### src/rtl/fir_tree_pkg.sv
package fir_tree_pkg;

  // operands present at a given tree level
  function automatic int lvl_cnt(input int n_sub, input int lvl);
    return (n_sub + (1 << lvl) - 1) >> lvl;
  endfunction

  // base index of a tree level in the flat node vector
  function automatic int lvl_off(input int n_sub, input int lvl);
    int s;
    s = 0;
    for (int i = 0; i < lvl; i++) s += lvl_cnt(n_sub, i);
    return s;
  endfunction

endpackage

### src/rtl/tap_seg.sv
module tap_seg #(
  parameter int  DATA_W = 8,
  parameter int  TAPS   = 3,
  parameter bit  FIRST  = 1'b0
) (
  input  logic            clk_i,
  input  logic            rst_ni,
  input  logic            shift_i,
  input  logic            din_i,
  output logic [TAPS-1:0] taps_o
);
  // first segment takes its newest tap straight from the input pin
  localparam int NREG = FIRST ? TAPS - 1 : TAPS;

  logic [DATA_W-1:0] sr_q [NREG];

  always_ff @(posedge clk_i or negedge rst_ni) begin
    if (!rst_ni) begin
      for (int r = 0; r < NREG; r++) sr_q[r] <= '0;
    end else if (shift_i) begin
      sr_q[0] <= {din_i, sr_q[0][DATA_W-1:1]};
      for (int r = 1; r < NREG; r++) sr_q[r] <= {sr_q[r-1][0], sr_q[r][DATA_W-1:1]};
    end
  end

  if (FIRST) begin : g_first
    always_comb begin
      taps_o[0] = din_i;
      for (int t = 1; t < TAPS; t++) taps_o[t] = sr_q[t-1][0];
    end
  end else begin : g_rest
    always_comb begin
      for (int t = 0; t < TAPS; t++) taps_o[t] = sr_q[t][0];
    end
  end

endmodule

### src/rtl/da_core.sv
module da_core #(
  parameter int                    TAPS   = 3,
  parameter int                    COEF_W = 6,
  parameter logic [TAPS*COEF_W-1:0] COEF  = '0
) (
  input  logic            clk_i,
  input  logic            rst_ni,
  input  logic            clr_i,
  input  logic            act_i,
  input  logic            neg_i,
  input  logic [TAPS-1:0] addr_i,
  output logic            bit_o
);
  localparam int NLUT  = 2 ** TAPS;
  localparam int F_W   = COEF_W + $clog2(TAPS) + 1;
  localparam int ACC_W = F_W + 1;

  function automatic logic signed [F_W-1:0] entry(input int e);
    logic signed [F_W-1:0] s;
    s = '0;
    for (int t = 0; t < TAPS; t++)
      if (e[t]) s = s + F_W'(signed'(COEF[t*COEF_W +: COEF_W]));
    return s;
  endfunction

  logic signed [F_W-1:0]   lut [NLUT];
  logic signed [F_W-1:0]   f;
  logic signed [ACC_W-1:0] f_x, term, base, sum, acc_q;
  logic                    bit_q;

  for (genvar e = 0; e < NLUT; e++) begin : g_lut
    assign lut[e] = entry(e);
  end

  always_comb begin
    f    = lut[addr_i];
    f_x  = {{(ACC_W-F_W){f[F_W-1]}}, f};
    term = act_i ? (neg_i ? -f_x : f_x) : '0;
    base = clr_i ? '0 : acc_q;
    sum  = base + term;
  end

  // outside the data bits the accumulator keeps shifting: sign extension
  always_ff @(posedge clk_i or negedge rst_ni) begin
    if (!rst_ni) begin
      acc_q <= '0;
      bit_q <= 1'b0;
    end else begin
      acc_q <= sum >>> 1;
      bit_q <= sum[0];
    end
  end

  assign bit_o = bit_q;

endmodule

### src/rtl/ser_add.sv
module ser_add (
  input  logic clk_i,
  input  logic rst_ni,
  input  logic clr_i,
  input  logic a_i,
  input  logic b_i,
  output logic s_o
);
  logic c_q, s_q, cin;

  assign cin = clr_i ? 1'b0 : c_q;

  always_ff @(posedge clk_i or negedge rst_ni) begin
    if (!rst_ni) begin
      c_q <= 1'b0;
      s_q <= 1'b0;
    end else begin
      s_q <= a_i ^ b_i ^ cin;
      c_q <= (a_i & b_i) | (a_i & cin) | (b_i & cin);
    end
  end

  assign s_o = s_q;

endmodule

### src/rtl/dist_fir_tree.sv
module dist_fir_tree #(
  parameter int                           N_SUB  = 3,
  parameter int                           TAPS   = 3,
  parameter int                           DATA_W = 8,
  parameter int                           COEF_W = 6,
  parameter logic [N_SUB*TAPS*COEF_W-1:0] COEFS  = '0
) (
  input  logic clk_i,
  input  logic rst_ni,
  input  logic frame_i,
  input  logic x_i,
  output logic y_o
);
  import fir_tree_pkg::*;

  localparam int LVL   = $clog2(N_SUB);
  localparam int FRAME = DATA_W + LVL;
  localparam int POS_W = $clog2(FRAME);
  localparam int NTAP  = N_SUB * TAPS;
  localparam int NODES = lvl_off(N_SUB, LVL + 1);

  logic [POS_W-1:0] pos_q, pos;
  logic             shift, sgn, clr0;
  logic [NTAP-1:0]  tap_bits;
  logic [NODES-1:0] nb;

  // frame position, resynchronised by every strobe
  assign pos = frame_i ? '0 : pos_q;

  always_ff @(posedge clk_i or negedge rst_ni) begin
    if (!rst_ni) pos_q <= '0;
    else         pos_q <= (int'(pos) == FRAME - 1) ? '0 : pos + 1'b1;
  end

  assign shift = int'(pos) < DATA_W;
  assign sgn   = int'(pos) == DATA_W - 1;
  assign clr0  = int'(pos) == 0;

  for (genvar i = 0; i < N_SUB; i++) begin : g_sub
    logic din;
    if (i == 0) begin : g_head
      assign din = x_i;
    end else begin : g_link
      assign din = tap_bits[i*TAPS-1];
    end

    tap_seg #(
      .DATA_W (DATA_W),
      .TAPS   (TAPS),
      .FIRST  (i == 0)
    ) u_seg (
      .clk_i   (clk_i),
      .rst_ni  (rst_ni),
      .shift_i (shift),
      .din_i   (din),
      .taps_o  (tap_bits[i*TAPS +: TAPS])
    );

    da_core #(
      .TAPS   (TAPS),
      .COEF_W (COEF_W),
      .COEF   (COEFS[i*TAPS*COEF_W +: TAPS*COEF_W])
    ) u_da (
      .clk_i  (clk_i),
      .rst_ni (rst_ni),
      .clr_i  (clr0),
      .act_i  (shift),
      .neg_i  (sgn),
      .addr_i (tap_bits[i*TAPS +: TAPS]),
      .bit_o  (nb[i])
    );
  end

  for (genvar l = 0; l < LVL; l++) begin : g_lvl
    for (genvar m = 0; m < lvl_cnt(N_SUB, l + 1); m++) begin : g_node
      localparam int SRC = lvl_off(N_SUB, l) + 2 * m;
      localparam int DST = lvl_off(N_SUB, l + 1) + m;
      if (2 * m + 1 < lvl_cnt(N_SUB, l)) begin : g_add
        ser_add u_add (
          .clk_i  (clk_i),
          .rst_ni (rst_ni),
          .clr_i  (int'(pos) == (l + 1) % FRAME),
          .a_i    (nb[SRC]),
          .b_i    (nb[SRC+1]),
          .s_o    (nb[DST])
        );
      end else begin : g_pass
        // unpaired operand: match the adder's one-cycle delay
        logic pass_q;
        always_ff @(posedge clk_i or negedge rst_ni) begin
          if (!rst_ni) pass_q <= 1'b0;
          else         pass_q <= nb[SRC];
        end
        assign nb[DST] = pass_q;
      end
    end
  end

  assign y_o = nb[NODES-1];

endmodule

### config.mk
export PLATFORM = sky130hd
export DESIGN_NAME = dist_fir_tree
export DESIGN_NICKNAME = d
export VERILOG_FILES = /design/src/rtl/fir_tree_pkg.sv /design/src/rtl/tap_seg.sv /design/src/rtl/da_core.sv /design/src/rtl/ser_add.sv /design/src/rtl/dist_fir_tree.sv
export SDC_FILE = /design/constraint.sdc
export NUM_CORES = 1
export LEC_CHECK = 0
export BUFFER_PORTS_ARGS = -buffer_cell sky130_fd_sc_hd__buf_4
export CORE_AREA = 2 2 39 41
export CTS_BUF_LIST = sky130_fd_sc_hd__clkbuf_4 sky130_fd_sc_hd__clkbuf_8
export DETAILED_ROUTE_END_ITERATION = 10
export DIE_AREA = 0 0 41 43
export GPL_TIMING_DRIVEN = 0
export PLACE_DENSITY = 0.44
export REMOVE_ABC_BUFFERS = 1
export SETUP_SLACK_MARGIN = 0.3
export SYNTH_ARGS = -nofsm -noshare
export SYNTH_HDL_FRONTEND = slang
export SYNTH_SLANG_ARGS = --single-unit
### constraint.sdc
create_clock -name clk_i -period 1.45 [get_ports clk_i]
set_input_delay 0.29 -clock clk_i [delete_from_list [all_inputs] [get_ports clk_i]]
set_output_delay 0.29 -clock clk_i [all_outputs]
set_load 0.01 [all_outputs]
Word level (Yosys, flattened, before mapping)

Memories as Yosys holds them, arrays and structs flattened.
Index checks and enable logic that the tools add are counted.

Memories: 3
Memory bits (writable): 0
Flip-flop bits (word level): 103
Latch bits: 0
Memory bits (read-only): 216
Input bits: 4
Output and inout bits: 1

Memory list:

| memory          | depth | bits a word | read ports | clocked after Yosys merged registers in | write ports | line          | source |
|---|---|---|---|---|---|---|---|
| (no name shown) | 8     | 9           | 1          | 0                                       | 0           | da_core.sv:36 | `f = lut[addr_i];` |
| (no name shown) | 8     | 9           | 1          | 0                                       | 0           | da_core.sv:36 |  |
| (no name shown) | 8     | 9           | 1          | 0                                       | 0           | da_core.sv:36 |  |

Muxes and demuxes: 19
Shifts and indexed selects: 0
$lt $le $gt $ge: 4
Divide/modulo/power cells: 0
$add $sub $neg: 7
Multiply operators: 0
Eq/ne operators: 4
Bitwise logic cells: 17
Reductions and logical operators: 1

Operators by type and width:

| kind                                              | number |
|---|---|
| two-way mux 10 bit                                | 9 |
| two-way mux 9 bit                                 | 6 |
| adder 10 bit                                      | 3 |
| negation 10 bit                                   | 3 |
| >= comparator 4 bit, second input constant        | 3 |
| NOT 3 -> 4 bit                                    | 3 |
| == test 4 bit, second input constant              | 2 |
| two-way mux 4 bit                                 | 2 |
| bitwise AND 1 bit                                 | 6 |
| adder 4 x 1 -> 4 bit, second input constant       | 1 |
| == test 4 x 2 -> 1 bit, second input constant     | 1 |
| == test 4 x 3 -> 1 bit, second input constant     | 1 |
| zero test 4 bit                                   | 1 |
| less-than comparator 4 bit, second input constant | 1 |
| bitwise OR 1 bit                                  | 4 |
| XOR 1 bit                                         | 4 |
| two-way mux 1 bit                                 | 2 |

Logic depth before layout (Yosys ltp)

Gate-level depths: netlist (run 1).

Word-level depth: 8
Depth in mapped cells: 3
Depth with buffers taken out: 3

Cells and area by module

From an unflattened synthesis (run 1), not the netlist that was laid out.

Cell total of the unflattened synthesis: 195
Area total of the unflattened synthesis: 3273.1 um^2

Modules (own cells, without submodules):

| module                        | area each (um^2) | cells each | times used | sequential area each (um^2) |
|---|---|---|---|---|
| tap_seg at g_sub[1].u_seg ... | 1019.7           | 54         | 2          | 600.6 |
| tap_seg at g_sub[0].u_seg     | 671.9            | 37         | 1          | 400.4 |
| dist_fir_tree                 | 262.8            | 28         | 1          | 125.1 |
| ser_add                       | 91.3             | 8          | 2          | 50.0 |
| da_core                       | 38.8             | 2          | 3          | 25.0 |

Worst setup path after synthesis (run 1)

Ideal clock, no wire load.

Kind: reg-to-reg
Start: register pos_q[0]
End: register g_lvl[1].g_node[0].g_add.u_add.s_q
Clock period less this slack: 1.116 ns
Path buffers: 0
Slack: 0.334 ns
Cell stages (with the launch flop): 4
Arrival time: 0.991 ns
Setup time: 0.126 ns
Cells stage by stage: dfrtp_1 nor4_1 a21boi_0 ha_1

Cells in the longest elaborated chain, start to end: 4

RTL lines:

| what                   | line                | source |
|---|---|---|
| start, declared        | dist_fir_tree.sv:22 | `logic [POS_W-1:0] pos_q, pos;` |
| start signal, assigned | dist_fir_tree.sv:32 | `else pos_q <= (int'(pos) == FRAME - 1) ? '0 : pos + 1'b1;` |
| two-way mux 4 bit      | dist_fir_tree.sv:28 | `assign pos = frame_i ? '0 : pos_q;` |
| == test 4 x 3 -> 1 bit | dist_fir_tree.sv:82 | `.clr_i (int'(pos) == (l + 1) % FRAME),` |
| two-way mux 1 bit      | ser_add.sv:11       | `assign cin = clr_i ? 1'b0 : c_q;` |
| XOR 1 bit              | ser_add.sv:18       | `s_q <= a_i ^ b_i ^ cin;` |
| end signal, assigned   | ser_add.sv:18       |  |
| end, declared          | ser_add.sv:9        | `logic c_q, s_q, cin;` |

Every way passes these cells.
A chain may end at the register's enable or synchronous reset.

Worst setup path in the final report (run 1)

Same ends and word-level chain as after synthesis.

==> results of run 1 <==
==> critical path: stages, from the launching register on <==
cell and delay [ns]:
dfrtp_1 0.39, nor4_2 0.29, a21boi_1 0.10, ha_1 0.27
==> sequential cells by signal, summed over array words and instances, names as in the netlist <==
register,cells
g_lvl.g_node.g_add.u_add.c_q,1
pos_q,4
g_lvl.g_node.g_add.u_add.s_o,2
==> layout by cell type (no fill, tap or decap) <==
| cell type | Yosys | layout |
|---|---|---|
| or3_1 | 1 | 1 |
| a31oi_1 | 1 | 1 |
| ha_1 | 1 | 1 |
| and2b_2 | 1 | 1 |
| nand2_1 | 1 | 1 |
| clkbuf_4 | 0 | 4 |
| nor4_2 | 0 | 1 |
| a21boi_1 | 0 | 1 |
| nand2b_1 | 1 | 1 |
| dfrtp_1 | 7 | 7 |
| dlygate4sd3_1 | 0 | 1 |
| inv_1 | 2 | 2 |
| a211o_2 | 1 | 1 |
| nand3_1 | 1 | 1 |
| nand2_2 | 1 | 1 |
| a21oi_1 | 1 | 1 |
| xnor2_1 | 1 | 1 |
| conb_1 | 1 | 1 |
| o21ai_0 | 1 | 1 |
| buf_4 | 0 | 4 |
| nor2_1 | 1 | 1 |
==> where the power goes <==
group	internal, µW	switching (µW)
sequential	207	10.6
combinational	24.5	23.0
clock	123	66.3
==> timing repair <==
action                     4_1_cts  5_1_grt
resized for setup                2        0
pin swaps                        0        2
setup buffers                    0        1
setup endpoints to repair        1        2
hold buffers                     1        0
hold endpoints to repair         7        0
==> area by class of cell <==
class | count | area share (%)
clock buffers | 4 | 7.818
inverters | 2 | 1.954
multi-input cells | 16 | 28.99
flip-flops and latches | 7 | 45.60
well taps | 16 | 5.212
repair buffers | 5 | 10.42
==> metrics by stage <==
step | total power, µW | util [%] | cells | hold WS (ns)
2_1_floorplan | 242.4 | - | 25 | -0.005591
3_3_place_gp | 257.7 | 23.87 | 44 | 0.1023
3_5_place_dp | 261.2 | 23.87 | 44 | 0.1021
4_1_cts | 460.2 | 27.22 | 49 | 0.2283
5_1_grt | 479.9 | 27.76 | 50 | 0.2284
6_report | 454.8 | 27.76 | 50 | 0.2383
==> per-layer routing <==
layer | share of wire, % | GRT usage (%)
met5 | 0 | 0
met4 | 4.8 | 13.33
met3 | 6.9 | 3.665
met2 | 55 | 11.88
met1 | 33 | 5.351
==> cell families (layout without fill, tap and decap cells) <==
| family | Yosys count | in the layout | synth area share, % |
|---|---|---|---|
| compound gates | 5 | 5 | 11.74 |
| xor+xnor | 1 | 1 | 3.044 |
| fa+ha+maj | 1 | 1 | 4.347 |
| buf+inv | 2 | 11 | 2.610 |
| flops | 7 | 7 | 60.87 |
| other cells | 1 | 1 | 1.303 |
| simple gates | 8 | 8 | 16.09 |
==> worst paths after layout <==
check,start,to,slack (ns),cells after the start
setup / recovery,pos_q[0],g_lvl[1].g_node[0].g_add.u_add.s_o,0.28,3
hold / removal,frame_i,pos_q[1],0.24,2
setup reg to reg,pos_q[0],g_lvl[1].g_node[0].g_add.u_add.s_o,0.28,3
hold reg to reg,g_lvl[0].g_node[0].g_add.u_add.s_o,g_lvl[1].g_node[0].g_add.u_add.s_o,0.48,1
max in group asynchronous,rst_ni,pos_q[1],0.96,2
min in group asynchronous,rst_ni,g_lvl[1].g_node[0].g_add.u_add.c_q,0.38,2
==> impl_metrics.env, run 1 <==
export IMPL_die_y_um=43
export IMPL_critPathRequiredTime_ns=1.58
export IMPL_yosysWarnings=0
export IMPL_clk_latency_ns=0.25
export IMPL_vias=216
export IMPL_finalInstanceArea_um2=384.1
export IMPL_clock_skew_final_ns=0.0002933
export IMPL_synth_top_cell_area_share_pct=60.87
export IMPL_routabilityCongestion=0.7953
export IMPL_fin_ws_ns=0.2834
export IMPL_synth_edf_count=0
export IMPL_drt_iter0_markers=6
export IMPL_async_flop_share_pct=100.0
export IMPL_htree_levels=1
export IMPL_clockBufferDepth=2
export IMPL_port_buffers=3
export IMPL_die_w_um=41
export IMPL_multi_input_area_um2=111.4
export IMPL_clk_pin_slew_worst_paths_ns=0.05
export IMPL_drc=0
export IMPL_rsz0062_at_grt="true"
export IMPL_antenna_found_initial=0
export IMPL_dr_pass1_iters=3
export IMPL_ir_worst_vdd_mv=0.5020
export IMPL_post_synth_top_count_cell="dfrtp_1"
export IMPL_grt_max_degree=8
export IMPL_placed_area_um2=330.3
export IMPL_cp_arrival_ns=1.30
export IMPL_syn_avg_cell_area_um2=11.51
export IMPL_synth_top_area_cell="dfrtp_1"
export IMPL_pin_count=5
export IMPL_core_um2=1384
export IMPL_slew_viol_final=0
export IMPL_drive_above_1_share_pct=35.29
export IMPL_setup_viol=0
export IMPL_endpoint_kind="register"
export IMPL_overflow=0
export IMPL_ant_nets=0
export IMPL_grt_pass1_wl_um=834
export IMPL_cts_root_buf="clkbuf_4"
export IMPL_outcome="finished clean"
export IMPL_hold_viol=0
export IMPL_yosys_register_bits=7
export IMPL_syn_area_um2=287.8
export IMPL_wirelength_um=524
export IMPL_synthCells=25
export IMPL_crit_fanout=2
export IMPL_antenna_cells=0
export IMPL_cp_start_kind="register"
export IMPL_fin_tns_setup_ns=0
export IMPL_worstSetupPathType="reg2reg"
export IMPL_p_leak_uw=0.0001811
export IMPL_p_per_area_nw_per_um2=1184
export IMPL_grt_pass1_vias=230
export IMPL_period_needed_ns=1.167
export IMPL_ys_top_cells_by_count="7 x dfrtp_1, 2 x inv_1"
export IMPL_rows=14
export IMPL_grt_total_usage_pct=8.232
export IMPL_start_util_pct=20.80
export IMPL_synthFlopType="dfrtp_1"
export IMPL_ys_seq_area_share_pct=60.87
export IMPL_maxCapViolations=0
export IMPL_final_period_utilization_pct=80.46
export IMPL_dp_slack_ns=0.1925
export IMPL_cts_sinks=7
export IMPL_max_freq_ghz=0.8572
export IMPL_synth_top_cells_by_area="dfrtp_1 61%, ha_1 4.3%, a211o_2 3.5%"
export IMPL_seq_area_um2=175.2
export IMPL_syn_to_final_growth_pct=33.48
export IMPL_dieArea_um2=1763
export IMPL_cts_tree="done"
export IMPL_numCtsBuffers=3
export IMPL_viasPerCell=4.320
export IMPL_hp_class="in2reg"
export IMPL_drt_wirelength_per_cell_um=10.48
export IMPL_finalNetCount=40
export IMPL_nFillCells=156
export IMPL_synth_cell_types=18
No activity file was read; power rests on OpenSTA's default activity.
==> inputs of run 2 (changes only) <==
Clock period 1.45 ns to 1.1 ns, I/O delays scaled along.
==> run 2 against run 1 <==
Compared with the run above: the run now ends with negative setup slack left; critical path depth increased by 1; sequential power up 33%; total power is 35% higher; clock power rose by 32%; core utilization up 1.8 points; largest cell class unchanged.
==> impl_metrics.env, run 2 (synthesis results as in run 1) <==
export IMPL_top_register="pos_q"
export IMPL_cts_sinks=7
export IMPL_fin_ws_ns=-0.04327
export IMPL_clockBufferDepth=2
export IMPL_use_met3_pct=4.188
export IMPL_antenna_found_initial=0
export IMPL_nFillCells=155
export IMPL_overflow=0
export IMPL_largest_reg_flops=4
export IMPL_crit_fanout=4
export IMPL_p_switching_uw=136.9
export IMPL_grt_util_met2_pct=12.50
export IMPL_clock_skew_final_ns=0.001208
export IMPL_slew_viol_final=0
export IMPL_pwr_share_comb_pct=11.9
export IMPL_fin_tns_setup_ns=-0.08552
export IMPL_grt_total_usage_pct=8.545
export IMPL_vias=214
export IMPL_outcome="finished, violations left"
export IMPL_p_leak_uw=0.0001910
export IMPL_dr_pass1_iters=2
export IMPL_ant_nets=0
export IMPL_seq_area_um2=175.2
export IMPL_port_buffers=3
export IMPL_viasPerCell=4.196
export IMPL_fin_cells=51
export IMPL_drive_above_1_share_pct=48.57
export IMPL_multi_input_area_um2=125.1
export IMPL_clk_latency_ns=0.25
export IMPL_drc=0
export IMPL_worstSetupPathType="reg2reg"
export IMPL_placed_area_um2=330.3
export IMPL_max_freq_ghz=0.8747
export IMPL_layout_common_cells="7 x dfrtp_1, 4 x clkbuf_4, 4 x buf_4"
export IMPL_dp_slack_ns=-0.1274
export IMPL_rsz0062_at_grt="true"
export IMPL_grt_max_degree=8
export IMPL_wirelength_um=520
export IMPL_crit_buf_inv=1
export IMPL_p_per_area_nw_per_um2=1496
export IMPL_placedCellCount=44
export IMPL_ir_worst_vdd_mv=0.6652
export IMPL_grt_pass1_vias=231
export IMPL_numCtsBuffers=3
export IMPL_dieArea_um2=1763
export IMPL_critical_path_top_delay_family="flip-flops"
export IMPL_clk_pin_slew_worst_paths_ns=0.05
export IMPL_swShare_pct=22.38
export IMPL_finalNetCount=41
export IMPL_slowest_delay_ns=0.39
export IMPL_failed_checks="negative setup slack"
export IMPL_maxCapViolations=0
export IMPL_hold_viol=0
export IMPL_period_needed_ns=1.143
export IMPL_core_um2=1384
export IMPL_pin_count=5
export IMPL_slowest_stage="dfrtp_1"
export IMPL_drt_wirelength_per_cell_um=10.20
export IMPL_htree_levels=1
export IMPL_p_seq_share_pct=47.2
export IMPL_die_y_um=43
export IMPL_cp_arrival_ns=1.30
export IMPL_cts_tree="done"
export IMPL_final_common_cell="dfrtp_1"
export IMPL_grt_pass1_wl_um=862
export IMPL_hp_class="in2reg"
export IMPL_endpoint_kind="register"
export IMPL_crit_path_cell_trace="buf_4 -> nand2_2 -> or3_1 -> a31oi_1"
export IMPL_drt_iter0_markers=2
export IMPL_busiest_layer="met4"
export IMPL_start_util_pct=20.80
export IMPL_critPathRequiredTime_ns=1.26
export IMPL_cp_start_kind="register"
export IMPL_finalInstanceArea_um2=409.1
export IMPL_fin_util_pct=29.57
export IMPL_routabilityCongestion=0.7953
export IMPL_rows=14
export IMPL_setup_viol=2
export IMPL_syn_to_final_growth_pct=42.17
export IMPL_p_clk_share_pct=40.9
export IMPL_final_period_utilization_pct=103.9
export IMPL_met1_usage_pct=5.705
export IMPL_cts_root_buf="clkbuf_4"
export IMPL_p_int_uw=475.1
export IMPL_die_w_um=41
export IMPL_antenna_cells=0
## run 2: cell types whose count changed in the layout (fill, tap and decap cells not counted)
cell,delta
a21oi_1,-1
inv_1,-1
xnor2_1,-1
ha_2,+1
xnor2_2,+1
buf_6,+1
a21oi_2,+1
ha_1,-1
inv_2,+1
## run 2: area by class of cell
| type | count | share of cell area [%] |
|---|---|---|
| clock buffers | 4 | 7.339 |
| flip-flops and latches | 7 | 42.81 |
| well taps | 16 | 4.893 |
| inverters | 2 | 1.835 |
| repair buffers | 6 | 12.54 |
| multi-input cells | 16 | 30.58 |
## run 2: timing repair
| item | in CTS | in global routing |
|---|---|---|
| pin swaps | 2 | 0 |
| setup endpoints to repair | 6 | 6 |
| hold endpoints to repair | 7 | 0 |
| setup buffers | 2 | 0 |
| hold buffers | 1 | 0 |
| resized for setup | 7 | 0 |
## run 2: final timing paths
check / from / endpoint / slack, ns / cells after the start
worst max-delay path: pos_q[0] / pos_q[3] / -0.04 / 4
worst max register to register: pos_q[0] / pos_q[3] / -0.04 / 4
worst min-delay path: frame_i / pos_q[1] / 0.16 / 2
min in group asynchronous: rst_ni / g_lvl[1].g_node[0].g_add.u_add.c_q / 0.31 / 2
max in group asynchronous: rst_ni / g_lvl[0].g_node[0].g_add.u_add.s_o / 0.68 / 2
worst min register to register: g_lvl[0].g_node[0].g_add.u_add.s_o / g_lvl[1].g_node[0].g_add.u_add.s_o / 0.51 / 1
## run 2: through the flow
stage | power, µW | hold slack, ns
floorplan | 319.5 | -0.07559
global placement | 339.7 | 0.03228
detailed placement | 344.3 | 0.03213
CTS | 622.9 | 0.1511
global route | 645.7 | 0.1480
finish | 612.0 | 0.1614
## run 2: power groups by stage
stage | clock, µW | sequential [µW] | combinational [µW]
after floorplan | 0 | 288 | 31.1
after global placement | 0 | 290 | 50.0
after detailed placement | 0 | 290 | 53.9
after CTS | 261 | 288 | 74.4
after global routing | 275 | 289 | 81.8
final | 250 | 289 | 72.9
## run 2: per-layer routing
metal / part of all wire, % / wire length [µm]
met2: 53 / 276
met5: 0 / 0
met4: 4.8 / 25
met1: 35 / 182
met3: 6.9 / 36
